**config.mk**
```make
export PLATFORM = sky130hd
export DESIGN_NAME = twowire_slave
export DESIGN_NICKNAME = d
export VERILOG_FILES = /design/src/rtl/tw_pkg.sv /design/src/rtl/tw_deglitch.sv /design/src/rtl/tw_linecond.sv /design/src/rtl/twowire_slave.sv
export SDC_FILE = /design/constraint.sdc
export NUM_CORES = 1
export LEC_CHECK = 0
export BUFFER_PORTS_ARGS = -buffer_cell sky130_fd_sc_hd__buf_2
export CAP_MARGIN = 20
export CORE_ASPECT_RATIO = 1.75
export CORE_UTILIZATION = 60
export DETAILED_ROUTE_END_ITERATION = 6
export GPL_TIMING_DRIVEN = 0
export PLACE_DENSITY = 0.82
export SLEW_MARGIN = 15
export SYNTH_ARGS = -nofsm -noshare
export SYNTH_HDL_FRONTEND = slang
export SYNTH_SLANG_ARGS = --single-unit
```
**constraint.sdc**
```tcl
create_clock -name clk -period 5.62 [get_ports clk]
set_input_delay 1.124 -clock clk [delete_from_list [all_inputs] [get_ports clk]]
set_output_delay 1.124 -clock clk [all_outputs]
set_load 0.005 [all_outputs]
```
**src/rtl/tw_pkg.sv**
```systemverilog
`timescale 1ns/1ps
package tw_pkg;
    typedef enum logic [3:0] {
        S_IDLE,
        S_DEV,
        S_DEV_ACK,
        S_ADR,
        S_ADR_ACK,
        S_WR,
        S_WR_ACK,
        S_RD,
        S_RD_ACK
    } tw_state_t;
endpackage

```
**src/rtl/tw_deglitch.sv**
```systemverilog
`timescale 1ns/1ps
// Two-flop synchronizer followed by an odd-length majority vote.
module tw_deglitch #(
    parameter int DEPTH = 3
) (
    input  logic clk,
    input  logic rst_n,
    input  logic din,
    output logic dout
);
    localparam int HALF = DEPTH / 2;

    logic [1:0]       sync_q;
    logic [DEPTH-1:0] hist_q;

    function automatic int ones(input logic [DEPTH-1:0] v);
        int n = 0;
        for (int i = 0; i < DEPTH; i++) n += int'(v[i]);
        return n;
    endfunction

    always_ff @(posedge clk or negedge rst_n) begin
        if (!rst_n) begin
            sync_q <= '1;
            hist_q <= '1;
            dout   <= 1'b1;
        end else begin
            sync_q <= {sync_q[0], din};
            hist_q <= {hist_q[DEPTH-2:0], sync_q[1]};
            dout   <= (ones(hist_q) > HALF);
        end
    end
endmodule

```
**src/rtl/tw_linecond.sv**
```systemverilog
`timescale 1ns/1ps
// Bus condition and clock edge detector on filtered lines.
module tw_linecond (
    input  logic clk,
    input  logic rst_n,
    input  logic scl_f,
    input  logic sda_f,
    output logic ev_start,
    output logic ev_stop,
    output logic ev_rise,
    output logic ev_fall
);
    logic scl_q, sda_q;

    always_ff @(posedge clk or negedge rst_n) begin
        if (!rst_n) begin
            scl_q <= 1'b1;
            sda_q <= 1'b1;
        end else begin
            scl_q <= scl_f;
            sda_q <= sda_f;
        end
    end

    assign ev_start = scl_q & scl_f & sda_q & ~sda_f;
    assign ev_stop  = scl_q & scl_f & ~sda_q & sda_f;
    assign ev_rise  = ~scl_q & scl_f;
    assign ev_fall  = scl_q & ~scl_f;
endmodule

```
**src/rtl/twowire_slave.sv**
```systemverilog
`timescale 1ns/1ps
module twowire_slave
    import tw_pkg::*;
#(
    parameter int         ADDR_W     = 4,
    parameter int         LAST_ADDR  = 8,
    parameter int         FILT_DEPTH = 3,
    parameter logic [3:0] ID_PREFIX  = 4'b1010
) (
    input  logic              clk,
    input  logic              rst_n,
    input  logic              scl_i,
    input  logic              sda_i,
    output logic              sda_oe,
    input  logic [2:0]        strap,
    input  logic              wp_n,
    input  logic              busy,
    output logic [ADDR_W-1:0] reg_addr,
    input  logic [7:0]        reg_rdata,
    output logic [7:0]        reg_wdata,
    output logic              reg_we,
    output logic              wr_stop
);
    localparam logic [ADDR_W-1:0] PTR_LAST = ADDR_W'(LAST_ADDR);
    localparam logic [3:0]        BITS     = 4'd8;

    // Filtered lines: index 1 is the clock, index 0 the data.
    logic [1:0] raw, filt;
    assign raw = {scl_i, sda_i};

    for (genvar g = 0; g < 2; g++) begin : g_flt
        tw_deglitch #(.DEPTH(FILT_DEPTH)) u_flt (
            .clk  (clk),
            .rst_n(rst_n),
            .din  (raw[g]),
            .dout (filt[g])
        );
    end

    logic ev_start, ev_stop, ev_rise, ev_fall;
    tw_linecond u_cond (
        .clk     (clk),
        .rst_n   (rst_n),
        .scl_f   (filt[1]),
        .sda_f   (filt[0]),
        .ev_start(ev_start),
        .ev_stop (ev_stop),
        .ev_rise (ev_rise),
        .ev_fall (ev_fall)
    );

    tw_state_t         state_q, state_d;
    logic [7:0]        shreg_q, tx_q;
    logic [3:0]        bitcnt_q;
    logic [ADDR_W-1:0] ptr_q, ptr_next;
    logic              rnw_q, mack_q, wr_ok_q;
    logic              byte_done, id_ok;

    assign byte_done = (bitcnt_q == BITS);
    assign id_ok     = (shreg_q[7:4] == ID_PREFIX) && (shreg_q[3:1] == strap);
    assign ptr_next  = (ptr_q == PTR_LAST) ? '0 : ptr_q + ADDR_W'(1);
    assign reg_addr  = ptr_q;

    // Next-state logic
    always_comb begin
        state_d = state_q;
        if (busy) begin
            state_d = S_IDLE;
        end else if (ev_start) begin
            state_d = S_DEV;
        end else if (ev_stop) begin
            state_d = S_IDLE;
        end else if (ev_fall) begin
            unique case (state_q)
                S_IDLE:    state_d = S_IDLE;
                S_DEV:     if (byte_done) state_d = id_ok ? S_DEV_ACK : S_IDLE;
                S_DEV_ACK: state_d = rnw_q ? S_RD : S_ADR;
                S_ADR:     if (byte_done) state_d = S_ADR_ACK;
                S_ADR_ACK: state_d = S_WR;
                S_WR:      if (byte_done) state_d = wp_n ? S_WR_ACK : S_IDLE;
                S_WR_ACK:  state_d = S_IDLE;
                S_RD:      if (byte_done) state_d = S_RD_ACK;
                S_RD_ACK:  state_d = mack_q ? S_RD : S_IDLE;
                default:   state_d = S_IDLE;
            endcase
        end
    end

    // State register
    always_ff @(posedge clk or negedge rst_n) begin
        if (!rst_n) state_q <= S_IDLE;
        else        state_q <= state_d;
    end

    // Outputs and datapath
    always_ff @(posedge clk or negedge rst_n) begin
        if (!rst_n) begin
            sda_oe    <= 1'b0;
            reg_we    <= 1'b0;
            reg_wdata <= '0;
            wr_stop   <= 1'b0;
            shreg_q   <= '0;
            tx_q      <= '0;
            bitcnt_q  <= '0;
            ptr_q     <= '0;
            rnw_q     <= 1'b0;
            mack_q    <= 1'b0;
            wr_ok_q   <= 1'b0;
        end else begin
            reg_we  <= 1'b0;
            wr_stop <= 1'b0;
            if (busy) begin
                sda_oe   <= 1'b0;
                bitcnt_q <= '0;
                wr_ok_q  <= 1'b0;
            end else if (ev_start) begin
                sda_oe   <= 1'b0;
                bitcnt_q <= '0;
                wr_ok_q  <= 1'b0;
            end else if (ev_stop) begin
                sda_oe   <= 1'b0;
                wr_stop  <= wr_ok_q;
                wr_ok_q  <= 1'b0;
            end else begin
                if (ev_rise) begin
                    if (state_q == S_DEV || state_q == S_ADR || state_q == S_WR) begin
                        shreg_q  <= {shreg_q[6:0], filt[0]};
                        bitcnt_q <= bitcnt_q + 4'd1;
                    end
                    if (state_q == S_RD)     bitcnt_q <= bitcnt_q + 4'd1;
                    if (state_q == S_RD_ACK) mack_q   <= ~filt[0];
                end
                if (ev_fall) begin
                    case (state_q)
                        S_DEV: if (byte_done) begin
                            rnw_q  <= shreg_q[0];
                            sda_oe <= id_ok;
                        end
                        S_DEV_ACK: begin
                            bitcnt_q <= '0;
                            if (rnw_q) begin
                                tx_q   <= reg_rdata;
                                sda_oe <= ~reg_rdata[7];
                            end else begin
                                sda_oe <= 1'b0;
                            end
                        end
                        S_ADR: if (byte_done) begin
                            ptr_q  <= shreg_q[ADDR_W-1:0];
                            sda_oe <= 1'b1;
                        end
                        S_ADR_ACK: begin
                            sda_oe   <= 1'b0;
                            bitcnt_q <= '0;
                        end
                        S_WR: if (byte_done && wp_n) begin
                            sda_oe    <= 1'b1;
                            reg_we    <= 1'b1;
                            reg_wdata <= shreg_q;
                            wr_ok_q   <= 1'b1;
                        end
                        S_WR_ACK: sda_oe <= 1'b0;
                        S_RD: begin
                            if (byte_done) begin
                                sda_oe <= 1'b0;
                                ptr_q  <= ptr_next;
                            end else begin
                                tx_q   <= {tx_q[6:0], 1'b0};
                                sda_oe <= ~tx_q[6];
                            end
                        end
                        S_RD_ACK: begin
                            bitcnt_q <= '0;
                            if (mack_q) begin
                                tx_q   <= reg_rdata;
                                sda_oe <= ~reg_rdata[7];
                            end else begin
                                sda_oe <= 1'b0;
                            end
                        end
                        default: ;
                    endcase
                end
            end
        end
    end

    AST_WE_SINGLE: assert property (@(posedge clk) disable iff (!rst_n)
        reg_we |=> !reg_we);
    AST_WE_NEEDS_WP: assert property (@(posedge clk) disable iff (!rst_n)
        reg_we |-> $past(wp_n));
    AST_BUSY_QUIET: assert property (@(posedge clk) disable iff (!rst_n)
        $past(busy) |-> !sda_oe);
    AST_OE_LEGAL: assert property (@(posedge clk) disable iff (!rst_n)
        sda_oe |-> (state_q == S_DEV_ACK || state_q == S_ADR_ACK ||
                    state_q == S_WR_ACK  || state_q == S_RD));
    AST_PTR_WRAP: assert property (@(posedge clk) disable iff (!rst_n)
        (state_q == S_RD_ACK && $past(state_q) == S_RD) |->
        (ptr_q == (($past(ptr_q) == PTR_LAST) ? '0 : $past(ptr_q) + ADDR_W'(1))));
    AST_STOP_PULSE: assert property (@(posedge clk) disable iff (!rst_n)
        wr_stop |=> !wr_stop);
endmodule

```
==> flow_metrics.env, run 1 <==
export IMPL_firstDrtPassIters=4
export IMPL_cts_buffers=5
export IMPL_cp_required_ns=5.81
export IMPL_setup_tns_ns=0
export IMPL_ir_drop_mv=0.323
export IMPL_yosysSeqAreaShare=0.505
export IMPL_post_cts_buffers=0
export IMPL_yosysUniqueCellTypes=57
export IMPL_arrival_ns=2.48
export IMPL_dpl_worst_slack_ns=2.99
export IMPL_synth_edf_count=0
export IMPL_p_leak_nw=1.49
export IMPL_fin_ws_ns=3.33
export IMPL_fillCellCount=352
export IMPL_drt_iter0_markers=34
export IMPL_clockBufferDepth=2
export IMPL_end_kind="register"
export IMPL_clock_latency_ns=0.31
export IMPL_tightestPinTransition_ns=0.581
export IMPL_coreArea_sq_um=4400
export IMPL_ant_nets=0
export IMPL_synth_area_sq_um=2760
export IMPL_max_stage_delay_ns=0.50
export IMPL_root_buffer="clkbuf_8"
export IMPL_timing_fmax_ghz=0.436
export IMPL_avgViaCountPerCell=6.01
export IMPL_crit_family="compound AO/OA/AOI/OAI gates"
export IMPL_gp_congestion=0.902
export IMPL_grt_overflow=0
export IMPL_final_setup_viol_count=0
export IMPL_die_h_um=91.7
export IMPL_track_usage=0.261
export IMPL_maxCapViolCount=0
export IMPL_hold_class="register to register"
export IMPL_drive_gt1_frac=0.353
export IMPL_cts_sinks=55
export IMPL_final_common_cell="dfrtp_1"
export IMPL_final_cell_mix="dfrtp_1, buf_2, mux2_2, a21oi_1, dfstp_2"
export IMPL_crit_type="input port to register"
export IMPL_grt_first_pass_wirelength_mm=9.22
export IMPL_grt_max_degree=36
export IMPL_cts_tree="built"
export IMPL_fin_crit_ns=2.29
export IMPL_syn_num_nets=262
export IMPL_cts_clk_slew_worst_paths_ns=0.10
export IMPL_rsz0062_at_grt="no"
export IMPL_std_cell_rows=32
export IMPL_fin_skew_ns=0.0177
export IMPL_drc=0
export IMPL_ys_ff_latch=55
export IMPL_status="completed"
export IMPL_htreeDepth=2
export IMPL_hpwl_mm=4.14
export IMPL_nNetsFinal=300
export IMPL_area_growth_syn_to_layout_pct=12.0
export IMPL_die_x_um=53.3
export IMPL_synth_cells=239
export IMPL_pwr_density_cell_nw_per_um2=243
export IMPL_hold_violations=0
export IMPL_wl_mm=5.49
export IMPL_antenna_cells=0
export IMPL_portBuffers=30
export IMPL_critPathSlowestCell="a31oi_1"
export IMPL_wl_per_cell_um=16.7
export IMPL_crit_chain="clkbuf_1, a31oi_1, nor2b_1, nor3b_1, a21o_1"
export IMPL_startpoint_type="input port"
export IMPL_ys_async_sr_fraction=1.00
export IMPL_yosys_warnings=0
export IMPL_synth_main_ff_cell="dfrtp_1"
export IMPL_cts_resized=0
export IMPL_grt_antenna_before_repair=0
export IMPL_avgSynthCellArea_sq_um=11.5
export IMPL_fp_dieArea_sq_um=4890
export IMPL_vias=1978
export IMPL_hold_buffers=0
export IMPL_slew_headroom=0.611
export IMPL_pin_count=32
export IMPL_finalCritPeriodShare=0.408
export IMPL_cp_num_buf_inv=1
export IMPL_grt_pass1_vias=2034
export IMPL_initial_utilization=0.627
export IMPL_slew_violations=0
export IMPL_critPathMaxFanout=9
## cell families (layout without fill, tap and decap cells)
kind of cell               count (synthesis)  in the layout  share of synthesized area
AOI/OAI and AO/OA                         51             51                      0.121
xor gates and xnor gates                   6              6                     0.0190
adders and majority gates                  6              6                     0.0272
buffers and inverters                     22             61                     0.0363
DFF                                       55             55                      0.505
muxes                                     32             32                      0.137
and+or+nand+nor                           67             67                      0.155
## per-stage QoR
| step | hold WS [ns] | cells | area, sq um | total power, mW | utilization |
|---|---|---|---|---|---|
| final | 0.348 | 329 | 3090 | 0.750 | 0.702 |
| after global routing | 0.368 | 329 | 3090 | 0.785 | 0.702 |
| after CTS | 0.358 | 329 | 3090 | 0.762 | 0.702 |
| after detailed placement | 0.348 | 321 | 2990 | 0.533 | 0.680 |
| after global placement | 0.348 | 320 | 2970 | 0.528 | 0.675 |
| after floorplan | 0.345 | 239 | 2760 | 0.499 | - |
## synth_stat cells, drive strengths merged (2+ instances only)
| cell type | number | area share |
|---|---|---|
| o22ai | 3 | 0.0068 |
| mux2i | 3 | 0.011 |
| nor3 | 3 | 0.0095 |
| clkbuf | 3 | 0.0041 |
| xnor2 | 4 | 0.013 |
| a311oi | 2 | 0.0063 |
| a21boi | 2 | 0.0054 |
| o21ai | 7 | 0.013 |
| nand3b | 2 | 0.0054 |
| mux2 | 29 | 0.13 |
| nor2b | 9 | 0.021 |
| nand2 | 9 | 0.012 |
| dfstp | 14 | 0.13 |
| nand2b | 5 | 0.014 |
| a21o | 3 | 0.0082 |
| o211ai | 2 | 0.0054 |
| nand3 | 7 | 0.013 |
| a21oi | 16 | 0.029 |
| nand4 | 3 | 0.0068 |
| xor2 | 2 | 0.0063 |
| or3 | 2 | 0.0045 |
| and3 | 2 | 0.0045 |
| o221ai | 2 | 0.0063 |
| nor3b | 3 | 0.010 |
| dfrtp | 41 | 0.37 |
| inv | 11 | 0.015 |
| a31oi | 5 | 0.011 |
| ha | 6 | 0.027 |
| buf | 8 | 0.017 |
| nor2 | 13 | 0.020 |
## state kept, by name, summed over array words and instances (netlist names), 2 cells and up
register	flops
reg_wdata	8
shreg_q	8
tx_q	7
g_flt.u_flt.hist_q	6
bitcnt_q	4
g_flt.u_flt.sync_q	4
reg_addr	4
state_q	4
g_flt.u_flt.dout	2
## worst register-to-register path: cells and delay by family (launching register included)
kind	cells	cell delay, ns
simple gates	3	0.70
buf+inv	1	0.29
flops	1	0.54
mux	1	0.40
## report_power, final
group          switching (mW)  internal, mW
logic                  0.0446        0.0408
clock network           0.123         0.101
registers              0.0219         0.419
## layer usage
layer,wire length (um),GRT usage
met1,2190,0.310
met2,2930,0.445
met3,165,0.0299
met4,191,0.129
met5,0,0
## layout make-up
cell class	count	area, sq um	area share
buffer	11	58.8	0.0190
clock buffer	6	82.6	0.0267
clock inverter	2	13.8	0.00445
inverter	11	41.3	0.0134
multi-input combinational	162	1270	0.410
sequential	55	1390	0.451
tap	51	63.8	0.0206
timing repair buffer	31	170	0.0551
## path summary, 6_finish.rpt
path	from	end	slack (ns)	cells past startpoint
worst min register to register	g_flt[1].u_flt.sync_q[1]	g_flt[1].u_flt.hist_q[0]	0.35	0
worst min-delay path	g_flt[1].u_flt.sync_q[1]	g_flt[1].u_flt.hist_q[0]	0.35	0
max in group asynchronous	rst_n	u_cond.sda_q	4.24	2
worst max-delay path	busy	state_q[3]	3.33	5
min in group asynchronous	rst_n	tx_q[5]	0.75	1
worst max register to register	g_flt[1].u_flt.dout	reg_wdata[6]	3.57	5
Power figures use the tool's default switching activity.
==> run 2: changes to the inputs <==
--- a/config.mk
+++ b/config.mk
@@ -5,13 +5,14 @@
 export SDC_FILE = /design/constraint.sdc
 export NUM_CORES = 1
 export LEC_CHECK = 0
+export ABC_AREA = 1
 export BUFFER_PORTS_ARGS = -buffer_cell sky130_fd_sc_hd__buf_2
 export CAP_MARGIN = 20
 export CORE_ASPECT_RATIO = 1.75
-export CORE_UTILIZATION = 60
+export CORE_UTILIZATION = 52
 export DETAILED_ROUTE_END_ITERATION = 6
 export GPL_TIMING_DRIVEN = 0
-export PLACE_DENSITY = 0.82
+export PLACE_DENSITY = 0.75
 export SLEW_MARGIN = 15
 export SYNTH_ARGS = -nofsm -noshare
 export SYNTH_HDL_FRONTEND = slang
==> constraint.sdc (replaced) <==
create_clock -name clk -period 1.85 [get_ports clk]
set_input_delay 0.37 -clock clk [delete_from_list [all_inputs] [get_ports clk]]
set_output_delay 0.37 -clock clk [all_outputs]
set_load 0.005 [all_outputs]
==> run 2 against run 1 <==
Against the previous run:
- the flow now finishes with violations (DRC)
- final cell count is 29% higher
- non-clock buffer count fell by 7
- die area grew 16%
- core utilization shrank 10 points
- synthesized cell count up 39%
- sequential power increased to 2.9 times the previous value
- combinational power grew 56%
- global-route usage down 3.8 points
- area after synthesis up 1.2%
==> flow_metrics.env, run 2 <==
export IMPL_status="finished with violations"
export IMPL_violations="DRC"
export IMPL_synth_compound_area_frac=0.121
export IMPL_wl_per_cell_um=13.3
export IMPL_ys_async_sr_fraction=1.00
export IMPL_coreArea_sq_um=5210
export IMPL_yosys_top_cells_count="nand2_1, dfrtp_1, inv_1"
export IMPL_reg_top3="reg_wdata x8, shreg_q x8, tx_q x7"
export IMPL_arrival_ns=1.90
export IMPL_vias=2229
export IMPL_cp_num_buf_inv=1
export IMPL_hpwl_mm=4.24
export IMPL_syn_num_nets=355
export IMPL_synthTopCellsByArea="dfrtp_1, nand2_1, dfstp_2, o21ai_2, inv_1"
export IMPL_clock_latency_ns=0.32
export IMPL_synth_largest_area_cell="dfrtp_1"
export IMPL_hold_violations=0
export IMPL_yosys_warnings=0
export IMPL_synth_cells=332
export IMPL_drt_iter0_markers=65
export IMPL_wl_mm=5.65
export IMPL_die_h_um=99.0
export IMPL_cpMostUsedCell="nand2_1"
export IMPL_crit_type="register to register"
export IMPL_yosysSeqAreaShare=0.499
export IMPL_r2r_slack_ns=0.15
export IMPL_cts_sinks=55
export IMPL_grt_overflow=0
export IMPL_firstDrtPassIters=7
export IMPL_grt_pass1_vias=2191
export IMPL_final_common_cell="nand2_1"
export IMPL_avgViaCountPerCell=5.23
export IMPL_drive_gt1_frac=0.251
export IMPL_slew_violations=0
export IMPL_timing_fmax_ghz=0.590
export IMPL_synthXorXnorAreaFrac=0.0125
export IMPL_startpoint_type="register"
export IMPL_ys_ff_latch=55
export IMPL_fin_ws_ns=0.155
export IMPL_critPathSlowestCell="dfstp_2"
export IMPL_yosysMostFrequentCell="nand2_1"
export IMPL_synthAdderAreaFrac=0.0269
export IMPL_htreeDepth=2
export IMPL_final_cell_mix="nand2_1, dfrtp_1, inv_1, nor2_1, buf_2"
export IMPL_synth_mux_area_frac=0
export IMPL_portBuffers=31
export IMPL_area_growth_syn_to_layout_pct=11.7
export IMPL_dpl_worst_slack_ns=-0.113
export IMPL_pin_count=32
export IMPL_cp_required_ns=2.05
export IMPL_hold_class="input port to asynchronous set/reset pin"
export IMPL_layout_cells_non_filler=426
export IMPL_drc=1
export IMPL_end_kind="register"
export IMPL_yosysUniqueCellTypes=32
export IMPL_gp_congestion=0.902
export IMPL_max_stage_delay_ns=0.56
export IMPL_tightestPinTransition_ns=0.681
export IMPL_crit_chain="inv_1, nand4_1, nand2_1, nor2_4, nand2_1, nand2_2, nor2_1, nand2_1, nand2_1"
export IMPL_crit_family="simple AND/OR/NAND/NOR gates"
export IMPL_hold_buffers=0
export IMPL_grt_first_pass_wirelength_mm=9.83
export IMPL_synth_main_ff_cell="dfrtp_1"
export IMPL_final_setup_viol_count=0
export IMPL_cts_buffers=5
export IMPL_initial_utilization=0.536
export IMPL_root_buffer="clkbuf_8"
export IMPL_grt_antenna_before_repair=0
export IMPL_clockBufferDepth=2
export IMPL_avgSynthCellArea_sq_um=8.42
export IMPL_critPathMaxFanout=7
export IMPL_nNetsFinal=393
export IMPL_placedCellCount=418
export IMPL_pwr_density_cell_nw_per_um2=665
export IMPL_p_leak_nw=1.60
export IMPL_std_cell_rows=35
export IMPL_finalCritPeriodShare=0.916
export IMPL_yosys_area_share_simple=0.272
export IMPL_cts_tree="built"
export IMPL_fin_skew_ns=0.0169
export IMPL_slew_headroom=0.546
export IMPL_maxCapViolCount=0
export IMPL_ir_drop_mv=0.485
export IMPL_fin_crit_ns=1.70
export IMPL_synth_top_family_by_area="simple AND/OR/NAND/NOR gates"
export IMPL_grt_max_degree=56
export IMPL_cts_clk_slew_worst_paths_ns=0.11
export IMPL_rsz0062_at_grt="no"
export IMPL_fp_dieArea_sq_um=5680
export IMPL_post_cts_buffers=0
export IMPL_synth_area_sq_um=2790
export IMPL_ant_nets=0
export IMPL_die_x_um=57.4
export IMPL_antenna_cells=0
export IMPL_synth_edf_count=0
export IMPL_synth_top_area_frac=0.367
export IMPL_track_usage=0.222
-- run 2: changes by cell type in the layout (fill, tap and decap cells not counted), moves of 8 or more --
cell | previous run | this run
a21oi_1 | 16 | 5
inv_1 | 11 | 36
mux2_2 | 23 | 0
nand2_1 | 9 | 106
nor2_1 | 12 | 32
nor2b_1 | 8 | 0
o21ai_0 | 7 | 16
o21ai_2 | 0 | 17
-- run 2: area by class of cell --
type | count | area, sq um
Fill cell | 468 | 2090
Sequential cell | 55 | 1390
Multi-Input combinational cell | 234 | 1220
Timing Repair Buffer | 31 | 158
Inverter | 39 | 146
Clock buffer | 6 | 72.6
Tap cell | 55 | 68.8
Buffer | 4 | 45.0
Clock inverter | 2 | 15.0
-- run 2: through the flow --
stage                     setup TNS [ns]  instance area, sq um  hold WS (ns)  total power [mW]  utilization
after floorplan                        0                  2790        0.0744              1.35            -
after global placement           -0.0517                  3020         0.346              1.41        0.579
after detailed placement          -0.323                  3020         0.351              1.41        0.580
after CTS                              0                  3110         0.106              2.09        0.597
after global routing                   0                  3120         0.119              2.16        0.599
final                                  0                  3120        0.0873              2.08        0.599
-- run 2: worst paths after layout --
path / from / end / depth (start not counted)
max: g_flt[0].u_flt.dout / state_q[2] / 9
min: rst_n / shreg_q[0] / 1
max reg2reg: g_flt[0].u_flt.dout / state_q[2] / 9
min reg2reg: g_flt[1].u_flt.sync_q[1] / g_flt[1].u_flt.hist_q[0] / 0
max in group asynchronous: rst_n / sda_oe / 1
min in group clk: sda_i / g_flt[0].u_flt.sync_q[0] / 1
-- run 2: logic make-up after synthesis --
logic type               Yosys count
AND/OR/NAND/NOR                  174
flip-flops                        55
AO/OA/AOI/OAI                     50
buffers and inverters             43
adder cells (fa/ha/maj)            6
XOR/XNOR                           4
-- run 2: power breakdown --
part	leakage, nW	switching (mW)	total [mW]	internal (mW)
registers	0.704	0.0176	1.26	1.24
logic	0.851	0.0916	0.133	0.0418
clock network	0.0461	0.410	0.685	0.274
-- run 2: layer usage --
metal  GRT usage  up-vias  wire length (um)
li1            -     1127                 -
met1       0.255     1051              2370
met2       0.395       40              3010
met3      0.0302       11               132
met4       0.109        0               142
met5           0        -                 0
-- run 2: what timing repair did --
action,4_1_cts,5_1_grt
setup endpoints to repair,4,14
gates resized for setup,1,3
pin swaps,0,0
